[config.mk]
export PLATFORM = sky130hd
export DESIGN_NAME = tc_classifier
export DESIGN_NICKNAME = d
export VERILOG_FILES = /design/src/rtl/tcc_pkg.sv /design/src/rtl/tcc_hdr_capture.sv /design/src/rtl/tcc_decide.sv /design/src/rtl/tc_classifier.sv
export SDC_FILE = /design/constraint.sdc
export NUM_CORES = 1
export LEC_CHECK = 0
export BUFFER_PORTS_ARGS = -buffer_cell sky130_fd_sc_hd__buf_2
export CAP_MARGIN = 10
export CELL_PAD_IN_SITES_DETAIL_PLACEMENT = 1
export CELL_PAD_IN_SITES_GLOBAL_PLACEMENT = 2
export CORE_ASPECT_RATIO = 0.75
export CORE_UTILIZATION = 35
export DETAILED_ROUTE_END_ITERATION = 10
export PLACE_DENSITY_LB_ADDON = 0.1
export SYNTH_ARGS = -nofsm -noshare
export SYNTH_HDL_FRONTEND = slang
export SYNTH_HIERARCHICAL = 1
export SYNTH_SLANG_ARGS = --single-unit
[constraint.sdc]
create_clock -name clk -period 6.2 [get_ports clk]
set_clock_uncertainty 0.1 [all_clocks]
set_input_delay 0.62 -clock clk [delete_from_list [all_inputs] [get_ports clk]]
set_output_delay 0.62 -clock clk [all_outputs]
set_load 0.05 [all_outputs]
[src/rtl/tcc_pkg.sv]
package tcc_pkg;
    localparam int CNT_W  = 5;
    localparam int MAC_W  = 48;
    localparam int BYTE_W = 8;
    localparam int TC_W   = 3;

    // byte positions that drive decisions
    localparam logic [CNT_W-1:0] DMAC_BYTES = 5'd6;
    localparam logic [CNT_W-1:0] IDX_ETH_HI = 5'd12;
    localparam logic [CNT_W-1:0] IDX_ETH_LO = 5'd13;
    localparam logic [CNT_W-1:0] IDX_PRIO   = 5'd14;
    localparam logic [CNT_W-1:0] IDX_LAST   = 5'd15;
    localparam logic [CNT_W-1:0] MIN_LEN    = 5'd14;
    localparam logic [CNT_W-1:0] PRIO_LEN   = 5'd15;

    localparam logic [23:0]     MGMT_PFX_A = 24'h0180C2;
    localparam logic [23:0]     MGMT_PFX_B = 24'h01191B;
    localparam logic [TC_W-1:0] MGMT_TC    = 3'd7;

    typedef struct packed {
        logic [MAC_W-1:0] dmac;
        logic [15:0]      etype;
        logic [TC_W-1:0]  prio;
        logic [CNT_W-1:0] cnt;
        logic             active;
    } hdr_t;

    typedef struct packed {
        logic [TC_W-1:0] tc;
        logic            trap;
        logic            done;
    } res_t;
endpackage

[src/rtl/tcc_hdr_capture.sv]
module tcc_hdr_capture
    import tcc_pkg::*;
(
    input  logic              clk,
    input  logic              rst_n,
    input  logic              in_valid,
    input  logic              in_sof,
    input  logic              in_eof,
    input  logic [BYTE_W-1:0] in_data,
    output logic [MAC_W-1:0]  nx_dmac,
    output logic [15:0]       nx_etype,
    output logic [TC_W-1:0]   nx_prio,
    output logic [CNT_W-1:0]  nx_cnt,
    output logic              fire
);
    hdr_t hdr_q, hdr_d, base;
    logic accept;

    always_comb begin
        base   = in_sof ? '0 : hdr_q;
        accept = in_valid && (in_sof || hdr_q.active);
        hdr_d  = hdr_q;
        fire   = 1'b0;
        if (accept) begin
            hdr_d     = base;
            hdr_d.cnt = base.cnt + 5'd1;
            if (base.cnt < DMAC_BYTES)
                hdr_d.dmac = {base.dmac[MAC_W-BYTE_W-1:0], in_data};
            if (base.cnt == IDX_ETH_HI || base.cnt == IDX_ETH_LO)
                hdr_d.etype = {base.etype[7:0], in_data};
            if (base.cnt == IDX_PRIO)
                hdr_d.prio = in_data[7:5];
            fire         = in_eof || (base.cnt == IDX_LAST);
            hdr_d.active = !fire;
        end
    end

    always_ff @(posedge clk or negedge rst_n) begin
        if (!rst_n) hdr_q <= '0;
        else        hdr_q <= hdr_d;
    end

    assign nx_dmac  = hdr_d.dmac;
    assign nx_etype = hdr_d.etype;
    assign nx_prio  = hdr_d.prio;
    assign nx_cnt   = hdr_d.cnt;
endmodule

[src/rtl/tcc_decide.sv]
module tcc_decide
    import tcc_pkg::*;
#(
    parameter int N_TRAP = 2
) (
    input  logic [MAC_W-1:0]        dmac,
    input  logic [15:0]             etype,
    input  logic [TC_W-1:0]         prio,
    input  logic [CNT_W-1:0]        cnt,
    input  logic [TC_W-1:0]         port_pcp,
    input  logic [15:0]             tag_tpid,
    input  logic [N_TRAP*MAC_W-1:0] trap_macs,
    output logic [TC_W-1:0]         tc,
    output logic                    trap
);
    logic [N_TRAP-1:0] hit;
    logic long_enough, has_prio, is_mgmt, is_tagged;

    for (genvar k = 0; k < N_TRAP; k++) begin : g_filt
        assign hit[k] = (dmac == trap_macs[k*MAC_W +: MAC_W]);
    end

    always_comb begin
        long_enough = (cnt >= MIN_LEN);
        has_prio    = (cnt >= PRIO_LEN);
        is_mgmt     = long_enough && (dmac[MAC_W-1 -: 24] == MGMT_PFX_A ||
                                      dmac[MAC_W-1 -: 24] == MGMT_PFX_B);
        is_tagged   = has_prio && (etype == tag_tpid);
        if (is_mgmt)        tc = MGMT_TC;
        else if (is_tagged) tc = prio;
        else                tc = port_pcp;
        trap = long_enough && (|hit);
    end
endmodule

[src/rtl/tc_classifier.sv]
module tc_classifier
    import tcc_pkg::*;
#(
    parameter int N_TRAP = 2
) (
    input  logic                    clk,
    input  logic                    rst_n,
    input  logic                    rx_valid,
    input  logic                    rx_sof,
    input  logic                    rx_eof,
    input  logic [7:0]              rx_data,
    input  logic [2:0]              port_pcp,
    input  logic [15:0]             tag_tpid,
    input  logic [N_TRAP*48-1:0]    trap_macs,
    output logic [2:0]              tclass,
    output logic                    trap,
    output logic                    done
);
    logic [MAC_W-1:0] nx_dmac;
    logic [15:0]      nx_etype;
    logic [TC_W-1:0]  nx_prio, dec_tc;
    logic [CNT_W-1:0] nx_cnt;
    logic             fire, dec_trap;
    res_t             res_q, res_d;

    tcc_hdr_capture u_cap (
        .clk      (clk),
        .rst_n    (rst_n),
        .in_valid (rx_valid),
        .in_sof   (rx_sof),
        .in_eof   (rx_eof),
        .in_data  (rx_data),
        .nx_dmac  (nx_dmac),
        .nx_etype (nx_etype),
        .nx_prio  (nx_prio),
        .nx_cnt   (nx_cnt),
        .fire     (fire)
    );

    tcc_decide #(.N_TRAP(N_TRAP)) u_dec (
        .dmac      (nx_dmac),
        .etype     (nx_etype),
        .prio      (nx_prio),
        .cnt       (nx_cnt),
        .port_pcp  (port_pcp),
        .tag_tpid  (tag_tpid),
        .trap_macs (trap_macs),
        .tc        (dec_tc),
        .trap      (dec_trap)
    );

    always_comb begin
        res_d      = res_q;
        res_d.done = 1'b0;
        if (fire) begin
            res_d.tc   = dec_tc;
            res_d.trap = dec_trap;
            res_d.done = 1'b1;
        end
    end

    always_ff @(posedge clk or negedge rst_n) begin
        if (!rst_n) res_q <= '0;
        else        res_q <= res_d;
    end

    assign tclass = res_q.tc;
    assign trap   = res_q.trap;
    assign done   = res_q.done;
endmodule

==> results by group, run 1 <==
Synthesis
  – Seq/Total Area, Yosys: a little over a third
  – Syn nets: 696
  – Asr flop ratio synth: 100.0%
  – EDFF count, synth: 0
  – Synth top area share: about 36%
  – Syn Std Cell Area: approximately 5400 um2
  – Post-synth top area cell: dfrtp_1
  – Most frequent cells after synthesis: nand2b_1, dfrtp_1, xor2_1
  – Most common flop cell mapped by yosys: dfrtp_1
  – Count leader, synth: nand2b_1
  – Syn avg cell area: roughly 9.5 um2
  – FF+latch count, synth: 78
  – Mapped Cells: roughly 570
  – Cell variety after synth: 50
  – Top cells by area, synth: dfrtp_1, xor2_1, nand2b_1
  – Yosys warns: 6

Worst setup path
  – Worst Reg-to-Reg Cells: 10
  – Worst path arrival time: ~4.4 ns
  – Worst setup path start: rx_valid
  – Worst reg2reg path startpoint: u_cap/hdr_q[2]
  – CP Capture Type: flip-flop
  – Max FO, Critical Path: 24
  – Critical path type: in -> reg
  – Worst path required time: between 6 and 7 ns
  – Worst Setup Start Kind: input port

Die
  – Core area: about 15,000 um2
  – Starting Density: 36.61%
  – Die W: approximately 150 um
  – Total die area: between 15,000 and 20,000 um2
  – Row count: 38
  – Die height: 109.7 um
  – Number of top-level pins: between 100 and 150

Route
  – Iter 0 DRT Violations: roughly 400
  – Met2 WL: roughly 9000 um
  – DRT Wirelength: between 15,000 and 20,000 um
  – DRC viols: 0
  – Vias: 4,943
  – DR pass1 iterations: 6
  – WL/cell: 22.45 um
  – Vias per cell: approximately 5.6
  – Max Used Layer: met4
  – Detail Route Antenna Nets: 0
  – M1 WL: ~9700 um
  – DR WL met3: ~1000 um

Clock tree
  – PostCTS Resize Cnt: 0
  – CTS tree: yes
  – Worst-case clock buffer depth: 2
  – Worst-Skew Late Latency: 0.36 ns
  – Clk sinks: 78
  – Number of H-tree levels: 3
  – CTS Hold Bufs: 0
  – Post-CTS Setup Inserts: 0
  – Total CTS buffers: 9
  – Clock root cell: clkbuf_16
  – Clock slew at reported path FFs: around 0.060 ns

STA
  – Hold Slack: around 0.35 ns
  – Setup violations, final: 0
  – Tcrit/Tclk final: roughly two thirds
  – Setup_tns: 0 ns
  – RSZ-0062 raised after global routing: false
  – Setup ws final: around 2 ns
  – Measured slew at the worst slew-check pin: 1.070 ns
  – Final Max Tran Viols: 0
  – Final Hold Viols: 0
  – Crit path time final: ~4.2 ns
  – Achievable Freq: about 240 MHz
  – Max_slew headroom: between 20% and 30%

Power
  – PwrDens: approximately 400 nW/um2
  – Switching share of power: 43.92%
  – Total power: approximately 2.6 mW
  – P_int: 1.477 mW
  – Max VDD drop: about 0.00019 V
  – Clk pwr share: 22.2%
  – Sequential power share: around 33%
  – Lkg Pwr: approximately 2.7 nW
  – Comb pwr share: between 40% and 50%
  – P_sw: around 1.2 mW

Placement
  – IO buf count: between 100 and 150
  – Placed inst area: just over 6000 um2
  – DP HPWL: between 15,000 and 20,000 um
  – GP Congestion: around 0.89
  – Worst slack, placed: roughly 1.7 ns
  – # placed instances: 868

Cells and area
  – Fin util: between 40 and 50%
  – Multi-input gate area: 3263 um2
  – Nets@finish: 808
  – Final std cells w/o fill: ~880
  – Share of layout cells above drive strength 1: about 27%
  – Synth-to-layout area growth: 20.20%
  – Final instance area: roughly 6500 um2
  – N_diodes: 0
  – Fill cells: between 1,500 and 2,000
  – Sequential cell area: about 2000 um2

Global routing
  – Initial antenna violation count: 0
  – Vias in the first global route: slightly above 5,000
  – Largest net degree at the start of global routing: 115
  – Gr ovfl total: 0
  – GRT Overall Usage: roughly a quarter
  – First-pass GRT wire length: 30,330 um

Min path
  – Worst hold path type: in -> async

Run status
  – Outcome: finished, final reports clean

Run
  – Max-cap viol count: 0
[state kept, by name, summed over array words and instances, names as in the netlist]
register     cells
done             1
trap             1
u_cap/hdr_q     73
tclass           3
[kinds of logic (layout without fill, tap and decap cells)]
kind of cell / after synthesis / count (layout) / share of synthesized area (%)
AOI/OAI and AO/OA: 85 / 85 / 14.52
xor gates and xnor gates: 107 / 107 / 17.31
adders and majority gates: 1 / 1 / 0.2311
buffers and inverters: 43 / 160 / 3.722
DFF: 78 / 78 / 36.06
muxes: 17 / 17 / 3.467
and+or+nand+nor: 236 / 236 / 24.69
[final cells by class]
class / count / share of cell area (%)
multi-input cells: 446 / 50.15
flip-flops and latches: 78 / 30.00
repair buffers: 137 / 10.77
well taps: 200 / 3.846
clock buffers: 9 / 3.462
clock inverters: 7 / 1.365
inverters: 7 / 0.4038
[metal layers]
layer,vias to the layer above,track usage (%)
li1,2279,-
met1,2488,37.66
met2,154,39.15
met3,22,4.606
met4,0,7.669
met5,-,0
[path summary, 6_finish.rpt]
kind | slack (ns) | to
worst min register to register | 0.41 | tclass[1]
worst min-delay path | 0.35 | tclass[1]
worst max-delay path | 1.99 | trap
min in group clk | 0.41 | tclass[1]
max in group asynchronous | 4.95 | u_cap/hdr_q[33]
worst max register to register | 2.09 | tclass[1]
[cell usage in the layout (no fill, tap or decap), drive strengths merged, types with 10 or more instances in the layout]
master / synthesis / routed
buf: 14 / 137
nand2b: 79 / 79
dfrtp: 78 / 78
xor2: 59 / 59
o221ai: 55 / 55
xnor2: 48 / 48
nand2: 45 / 45
nand3: 42 / 42
nor4: 19 / 19
nand4: 16 / 16
mux2: 14 / 14
nor2: 12 / 12
o21ai: 10 / 10
[critical path, cell delays in order]
cell and delay, ns:
buf_2 0.33, o21a_1 0.72, buf_4 0.42, nand3_1 0.12
o221ai_1 0.64, xor2_1 0.15, nor4_1 0.47, nand4_1 0.18
or3_1 0.34, o22ai_1 0.20, mux2_2 0.19
[power by group through the flow]
stage | registers (mW) | clock network, mW | logic [mW]
6_report | 0.862 | 0.584 | 1.19
5_1_grt | 0.888 | 0.609 | 1.29
4_1_cts | 0.860 | 0.597 | 1.18
3_5_place_dp | 0.869 | 0 | 1.17
3_3_place_gp | 0.859 | 0 | 1.15
2_1_floorplan | 0.822 | 0 | 0.827
No activity file was read; power rests on OpenSTA's default activity.
==> run 2, diff against run 1 <==
- ABC_AREA: default -> 1
- CORE_UTILIZATION: 35 -> 29
- clock period: 6.2 -> 4.1 ns (I/O delays scaled with it)
==> run 2 against run 1 <==
  * Via count is 14% higher
  * Critical path depth grew 2
  * Largest cell class unchanged
  * Wire length fell by 7.4%
  * Die area is 26% higher
  * Register-to-register slack got worse by 0.89 ns
  * Combinational power rose by 61%
  * Sequential share of layout area down 1.7 points
  * Non-clock buffer count grew 6
  * Total power increased by 48%
  * Highest routed layer unchanged
  * Global-route usage is 6.8 points lower
  * Cell count is 38% higher
  * Setup slack got worse by 0.79 ns
  * Critical path type is now reg -> reg
==> results by group, run 2 <==
Cells and area
  – Share of layout cells above drive strength 1: 18.01% (was 27.34%)
  – Nets@finish: 1,101 (was 808)
  – Commonest non-fill, non-tap cell in the layout: nand2_1 (was buf_2)
  – Register with the most flip-flops: u_cap/hdr_q (unchanged)
  – Fin util: 36.68% (was 44.00%)
  – Fill cells: 2,457 (was 1,741)
  – Max reg flops: 73 (unchanged)
  – N_diodes: 0 (unchanged)
  – Synth-to-layout area growth: 21.66% (was 20.20%)
  – Most frequent cells in the layout: nand2_1, nand3_1, buf_2 (was buf_2, nand2b_1, dfrtp_1)

Synthesis
  – Count leader, synth: nand2_1 (was nand2b_1)
  – Syn avg cell area: 6.644 um2 (was 9.546 um2)
  – Syn Std Cell Area: 5660 um2 (was 5413 um2)
  – Seq/Total Area, Yosys: 34.48% (was 36.06%)
  – Yosys warns: 6 (unchanged)
  – Cell variety after synth: 35 (was 50)
  – Syn nets: 981 (was 696)
  – Post-synth top area cell: dfrtp_1 (unchanged)
  – Synth top area share: 34.48% (was 36.06%)
  – Most frequent cells after synthesis: nand2_1, nand3_1, xnor2_1 (was nand2b_1, dfrtp_1, xor2_1)
  – Top cells by area, synth: dfrtp_1, nand2_1, xnor2_1 (was dfrtp_1, xor2_1, nand2b_1)
  – Mapped Cells: 852 (was 567)
  – Most common flop cell mapped by yosys: dfrtp_1 (unchanged)
  – EDFF count, synth: 0 (unchanged)
  – FF+latch count, synth: 78 (unchanged)
  – Asr flop ratio synth: 100.0% (unchanged)

Route
  – DR pass1 iterations: 4 (was 6)
  – DRT Wirelength: 18,370 um (was 19,840 um)
  – Vias: 5,646 (was 4,943)
  – WL/cell: 15.00 um (was 22.45 um)
  – DRC viols: 0 (unchanged)
  – Detail Route Antenna Nets: 0 (unchanged)
  – Vias per cell: 4.613 (was 5.592)
  – Iter 0 DRT Violations: 270 (was 397)

Clock tree
  – Worst-case clock buffer depth: 2 (unchanged)
  – CTS tree: yes (unchanged)
  – Post-CTS Setup Inserts: 0 (unchanged)
  – Number of H-tree levels: 3 (unchanged)
  – PostCTS Resize Cnt: 0 (unchanged)
  – Clock root cell: clkbuf_16 (unchanged)
  – Total CTS buffers: 9 (unchanged)
  – Worst-Skew Late Latency: 0.34 ns (was 0.36 ns)
  – Clk sinks: 78 (unchanged)
  – CTS Hold Bufs: 0 (unchanged)
  – Clock slew at reported path FFs: 0.06 ns (about the same)

Global routing
  – Vias in the first global route: 5,605 (was 5,158)
  – Gr ovfl total: 0 (unchanged)
  – Initial antenna violation count: 0 (unchanged)
  – First-pass GRT wire length: 29,590 um (was 30,330 um)
  – GRT Overall Usage: 19.09% (was 25.91%)
  – Largest net degree at the start of global routing: 64 (was 115)

Die
  – Die W: 163.3 um (was 145.6 um)
  – Die height: 123.0 um (was 109.7 um)
  – Core area: 18,780 um2 (was 14,790 um2)
  – Total die area: 20,090 um2 (was 15,970 um2)
  – Row count: 43 (was 38)
  – Starting Density: 30.15% (was 36.61%)
  – Number of top-level pins: 133 (unchanged)

Placement
  – GP Congestion: 0.7591 (was 0.8863)
  – DP HPWL: 13,730 um (was 15,150 um)
  – IO buf count: 132 (unchanged)

Run
  – Max-cap viol count: 0 (unchanged)

Run status
  – Outcome: finished, final reports clean (unchanged)

Worst setup path
  – Worst path required time: 4.24 ns (was 6.39 ns)
  – Critical path type: reg -> reg (was in -> reg)
  – CP Capture Type: flip-flop (unchanged)
  – Max FO, Critical Path: 14 (was 24)
  – Worst Setup Start Kind: flip-flop (was input port)
  – Worst path arrival time: 3.03 ns (was 4.40 ns)

STA
  – Tcrit/Tclk final: between 70% and 80%
  – Max_slew headroom: 47.12% (was 28.67%)
  – Setup violations, final: 0 (unchanged)
  – Measured slew at the worst slew-check pin: 0.7932 ns (was 1.070 ns)
  – Crit path time final: just under 3 ns
  – RSZ-0062 raised after global routing: false (unchanged)
  – Achievable Freq: about 350 MHz
  – Setup_tns: 0 ns (unchanged)
  – Final Hold Viols: 0 (unchanged)
  – Final Max Tran Viols: 0 (unchanged)

Power
  – Max VDD drop: 0.0002113 V (was 0.0001874 V)
  – PwrDens: 564.6 nW/um2 (was 404.7 nW/um2)
  – Lkg Pwr: 3.534 nW (was 2.706 nW)

Min path
  – Worst hold path type: in -> async (unchanged)
-- run 2: worst paths after layout --
path	startpoint	endpoint	slack [ns]	cells past startpoint
max reg2reg	u_cap/hdr_q[2]	tclass[0]	1.20	13
min in group clk	rx_data[6]	u_cap/hdr_q[7]	0.24	3
min reg2reg	tclass[0]	tclass[0]	0.37	2
max	u_cap/hdr_q[2]	tclass[0]	1.20	13
max in group asynchronous	rst_n	u_cap/hdr_q[69]	2.97	2
min	rst_n	u_cap/hdr_q[24]	0.04	1
-- run 2: cells by family (layout without fill, tap and decap cells) --
| kind of cell | Yosys count | count (layout) | share of synthesized area, % |
|---|---|---|---|
| AND/OR/NAND/NOR | 570 | 570 | 42.48 |
| AO/OA/AOI/OAI | 18 | 18 | 2.012 |
| flip-flops | 78 | 78 | 34.48 |
| buffers and inverters | 93 | 218 | 6.565 |
| adder cells (fa/ha/maj) | 1 | 1 | 0.2210 |
| XOR/XNOR | 92 | 92 | 14.24 |
-- run 2: through the flow --
stage	power, mW	cell area (um2)	hold slack, ns	setup WS (ns)	cells
6_report	3.888	6887	0.04014	1.205	1224
5_1_grt	4.240	6887	0.1074	0.9374	1224
4_1_cts	3.958	6887	0.07863	1.213	1224
3_5_place_dp	3.131	6603	0.3639	1.012	1208
3_3_place_gp	3.113	6603	0.3617	1.028	1208
2_1_floorplan	2.584	5660	0.01441	1.858	852
-- run 2: area by class of cell --
cell class	count	area, um2	area share [%]
multi-input cells	681	3349	48.64
repair buffers	143	770.7	11.19
flip-flops and latches	78	1952	28.34
clock inverters	4	47.55	0.6904
clock buffers	12	236.5	3.434
well taps	247	309.0	4.488
inverters	59	221.5	3.216
-- run 2: critical path: stages (launching register included) --
cell and delay [ns]:
dfrtp_1 0.41, inv_1 0.33, nand3_1 0.49, nand2_1 0.21, nand3_1 0.08, nand2_1 0.11, xnor2_1 0.12, nand4_1 0.14
nor2_1 0.32, nand3_1 0.19, nand2_1 0.11, nand3_1 0.06, nand2_1 0.06, nand2_1 0.05
-- run 2: power by group --
group	leakage, nW	switching [mW]	internal (mW)	total [mW]
Combinational	2.38	1.20	0.712	1.91
Clock	0.137	0.326	0.470	0.796
Sequential	1.02	0.159	1.02	1.18
Total	3.53	1.69	2.20	3.89
-- run 2: per-layer routing --
| layer | track usage [%] | vias to the layer above | share of wire [%] |
|---|---|---|---|
| met2 | 28.42 | 117 | 41 |
| met5 | 0 | - | 0 |
| met4 | 3.914 | 0 | 0.90 |
| li1 | - | 2924 | - |
| met3 | 3.086 | 13 | 4.4 |
| met1 | 28.69 | 2592 | 53 |
==> run 3, diff against run 2 <==
- clock period: 4.1 -> 2.9 ns (I/O delays scaled with it)
==> run 3 against run 2 <==
  * Highest routed layer unchanged
  * Utilization grew 2.1 points
  * Sequential share of layout area decreased by 1.5 points
  * Total power rose by 53%
  * Clock power up 58%
  * Count of clock-buffer cells in the layout is the same
  * Register-to-register slack worse by 0.98 ns
  * Hold slack improved by 0.083 ns
  * Fmax up 8.0%
  * Wire length increased by 2.9%
  * Non-clock buffer count rose by 40
==> results by group, run 3 (same netlist as run 2, synthesis figures left out) <==
Placement
  – DP HPWL: 14,350 um (was 13,730 um)
  – Placed inst area: 6933 um2 (was 6603 um2)
  – # placed instances: 1,247 (was 1,208)
  – GP Congestion: 0.8052 (was 0.7591)
  – IO buf count: 132 (unchanged)

Cells and area
  – Most frequent cells in the layout: nand2_1, nand3_1, buf_2 (unchanged)
  – Commonest non-fill, non-tap cell in the layout: nand2_1 (unchanged)
  – Final instance area: 7282 um2 (was 6887 um2)
  – Synth-to-layout area growth: 28.65% (was 21.66%)
  – Final std cells w/o fill: 1,263 (was 1,224)
  – N_diodes: 0 (unchanged)
  – Register with the most flip-flops: u_cap/hdr_q (unchanged)
  – Max reg flops: 73 (unchanged)
  – Nets@finish: 1,141 (was 1,101)
  – Share of layout cells above drive strength 1: 21.85% (was 18.01%)

Power
  – Comb pwr share: 51.0% (was 49.2%)
  – Lkg Pwr: 3.767 nW (was 3.534 nW)
  – PwrDens: 816.8 nW/um2 (was 564.6 nW/um2)
  – P_sw: 2.455 mW (was 1.686 mW)
  – Sequential power share: 27.9% (was 30.3%)
  – Switching share of power: 41.27% (was 43.37%)
  – Max VDD drop: 0.0002790 V (was 0.0002113 V)
  – Total power: 5.948 mW (was 3.888 mW)
  – P_int: 3.494 mW (was 2.202 mW)
  – Clk pwr share: 21.1% (was 20.5%)

Clock tree
  – Number of H-tree levels: 3 (unchanged)
  – Total CTS buffers: 9 (unchanged)
  – Worst-Skew Late Latency: 0.34 ns (about the same)
  – Post-CTS Setup Inserts: 0 (unchanged)
  – CTS tree: yes (unchanged)
  – Clk sinks: 78 (unchanged)
  – Clock slew at reported path FFs: 0.06 ns (about the same)
  – Worst-case clock buffer depth: 2 (unchanged)
  – Clock root cell: clkbuf_16 (unchanged)

STA
  – Setup violations, final: 0 (unchanged)
  – Setup_tns: 0 ns (unchanged)
  – Achievable Freq: 373.1 MHz (was 345.4 MHz)
  – Crit path time final: 2.680 ns (was 2.895 ns)
  – Tcrit/Tclk final: 92.43% (was 70.62%)
  – Measured slew at the worst slew-check pin: 0.6393 ns (was 0.7932 ns)
  – Max_slew headroom: 57.38% (was 47.12%)
  – RSZ-0062 raised after global routing: false (unchanged)
  – Final Max Tran Viols: 0 (unchanged)
  – Final Hold Viols: 0 (unchanged)

Route
  – DRC viols: 0 (unchanged)
  – Detail Route Antenna Nets: 0 (unchanged)
  – Iter 0 DRT Violations: 368 (was 270)
  – WL/cell: 14.96 um (was 15.00 um)
  – Vias per cell: 4.612 (was 4.613)
  – DRT Wirelength: 18,890 um (was 18,370 um)
  – DR pass1 iterations: 4 (unchanged)
  – Vias: 5,825 (was 5,646)

Worst setup path
  – Largest delay contributor family on the critical path: simple AND/OR/NAND/NOR gates (unchanged)
  – Critical path cell sequence: o21ai_2, buf_12, nand3_1, nand3_1, nand2_1, buf_4, nor2_1, nand3_1, nor3b_1, nand3_1, nand2_1, nand2_1, nand3_1, nand2_1, nand2_1 (was inv_1, nand3_1, nand2_1, nand3_1, nand2_1, xnor2_1, nand4_1, nor2_1, nand3_1, nand2_1, nand3_1, nand2_1, nand2_1)
  – Worst Setup Start Kind: flip-flop (unchanged)
  – Worst path arrival time: 2.86 ns (was 3.03 ns)
  – Critical path type: reg -> reg (unchanged)
  – Max FO, Critical Path: 40 (was 14)
  – CP Capture Type: flip-flop (unchanged)
  – Max incr delay on CP: 0.42 ns (was 0.49 ns)
  – Worst path required time: 3.08 ns (was 4.24 ns)
  – WP buf/inv: 2 (was 1)
  – Slowest-stage cell, CP: dfrtp_1 (was nand3_1)

Die
  – Total die area: 20,090 um2 (unchanged)
  – Row count: 43 (unchanged)
  – Die W: 163.3 um (unchanged)
  – Number of top-level pins: 133 (unchanged)
  – Core area: 18,780 um2 (unchanged)
  – Starting Density: 30.15% (unchanged)
  – Die height: 123.0 um (unchanged)

Global routing
  – Gr ovfl total: 0 (unchanged)
  – Largest net degree at the start of global routing: 50 (was 64)
  – GRT Overall Usage: 19.81% (was 19.09%)
  – Initial antenna violation count: 0 (unchanged)
  – Vias in the first global route: 5,791 (was 5,605)
  – First-pass GRT wire length: 30,750 um (was 29,590 um)

Run status
  – Outcome: finished, final reports clean (unchanged)

Run
  – Max-cap viol count: 0 (unchanged)

Min path
  – Worst hold path type: in -> reg (was in -> async)
[run 3: area by class of cell]
cell class,instances,area [um2]
clock inverter,3,67.56
fill,2459,11490
clock buffer,12,256.5
timing repair buffer,183,1111
sequential,78,1952
inverter,59,221.5
tap,247,309.0
multi-input combinational,681,3364
[run 3: per-stage QoR]
step / setup WS (ns) / util, % / hold slack, ns
global route: 0.003859 / 38.78 / 0.1106
detailed placement: 0.04183 / 36.92 / 0.2600
CTS: 0.1254 / 38.70 / 0.09904
finish: 0.2196 / 38.78 / 0.1229
floorplan: 0.7259 / - / -0.1056
global placement: 0.06690 / 36.92 / 0.2552
[run 3: worst paths after layout]
path / start / endpoint / slack, ns / cells past startpoint
min: rx_data[7] / u_cap/hdr_q[8] / 0.12 / 3
max in group asynchronous: rst_n / u_cap/hdr_q[42] / 1.55 / 3
max reg2reg: u_cap/hdr_q[4] / tclass[0] / 0.22 / 15
min in group asynchronous: rst_n / u_cap/hdr_q[22] / 0.41 / 2
min reg2reg: tclass[2] / tclass[2] / 0.37 / 2
max: u_cap/hdr_q[4] / tclass[0] / 0.22 / 15
[run 3: timing repair]
action                                 in CTS  in global routing
gates resized for setup                     0                  6
endpoints found under the hold margin      40                  0
hold buffers                                1                  0
setup endpoints to repair                   0                  1
[run 3: metal layers]
metal	global-route usage (%)	vias to the layer above	routed length [um]
met5	0	-	0
met1	30.51	2705	10290
met2	28.71	106	7788
li1	-	3006	-
met3	3.254	8	695
met4	3.738	0	120
[run 3: worst min-delay path, cell delays in order]
cell and delay (ns):
buf_2 0.10, nand2_1 0.05, nand2_1 0.08
[run 3: power by group through the flow]
stage          clock network [mW]  registers (mW)  logic (mW)
2_1_floorplan                   0            1.64        2.01
3_3_place_gp                    0            1.68        3.04
3_5_place_dp                    0            1.67        3.06
4_1_cts                      1.30            1.66        3.08
5_1_grt                      1.34            1.70        3.44
6_report                     1.26            1.66        3.03
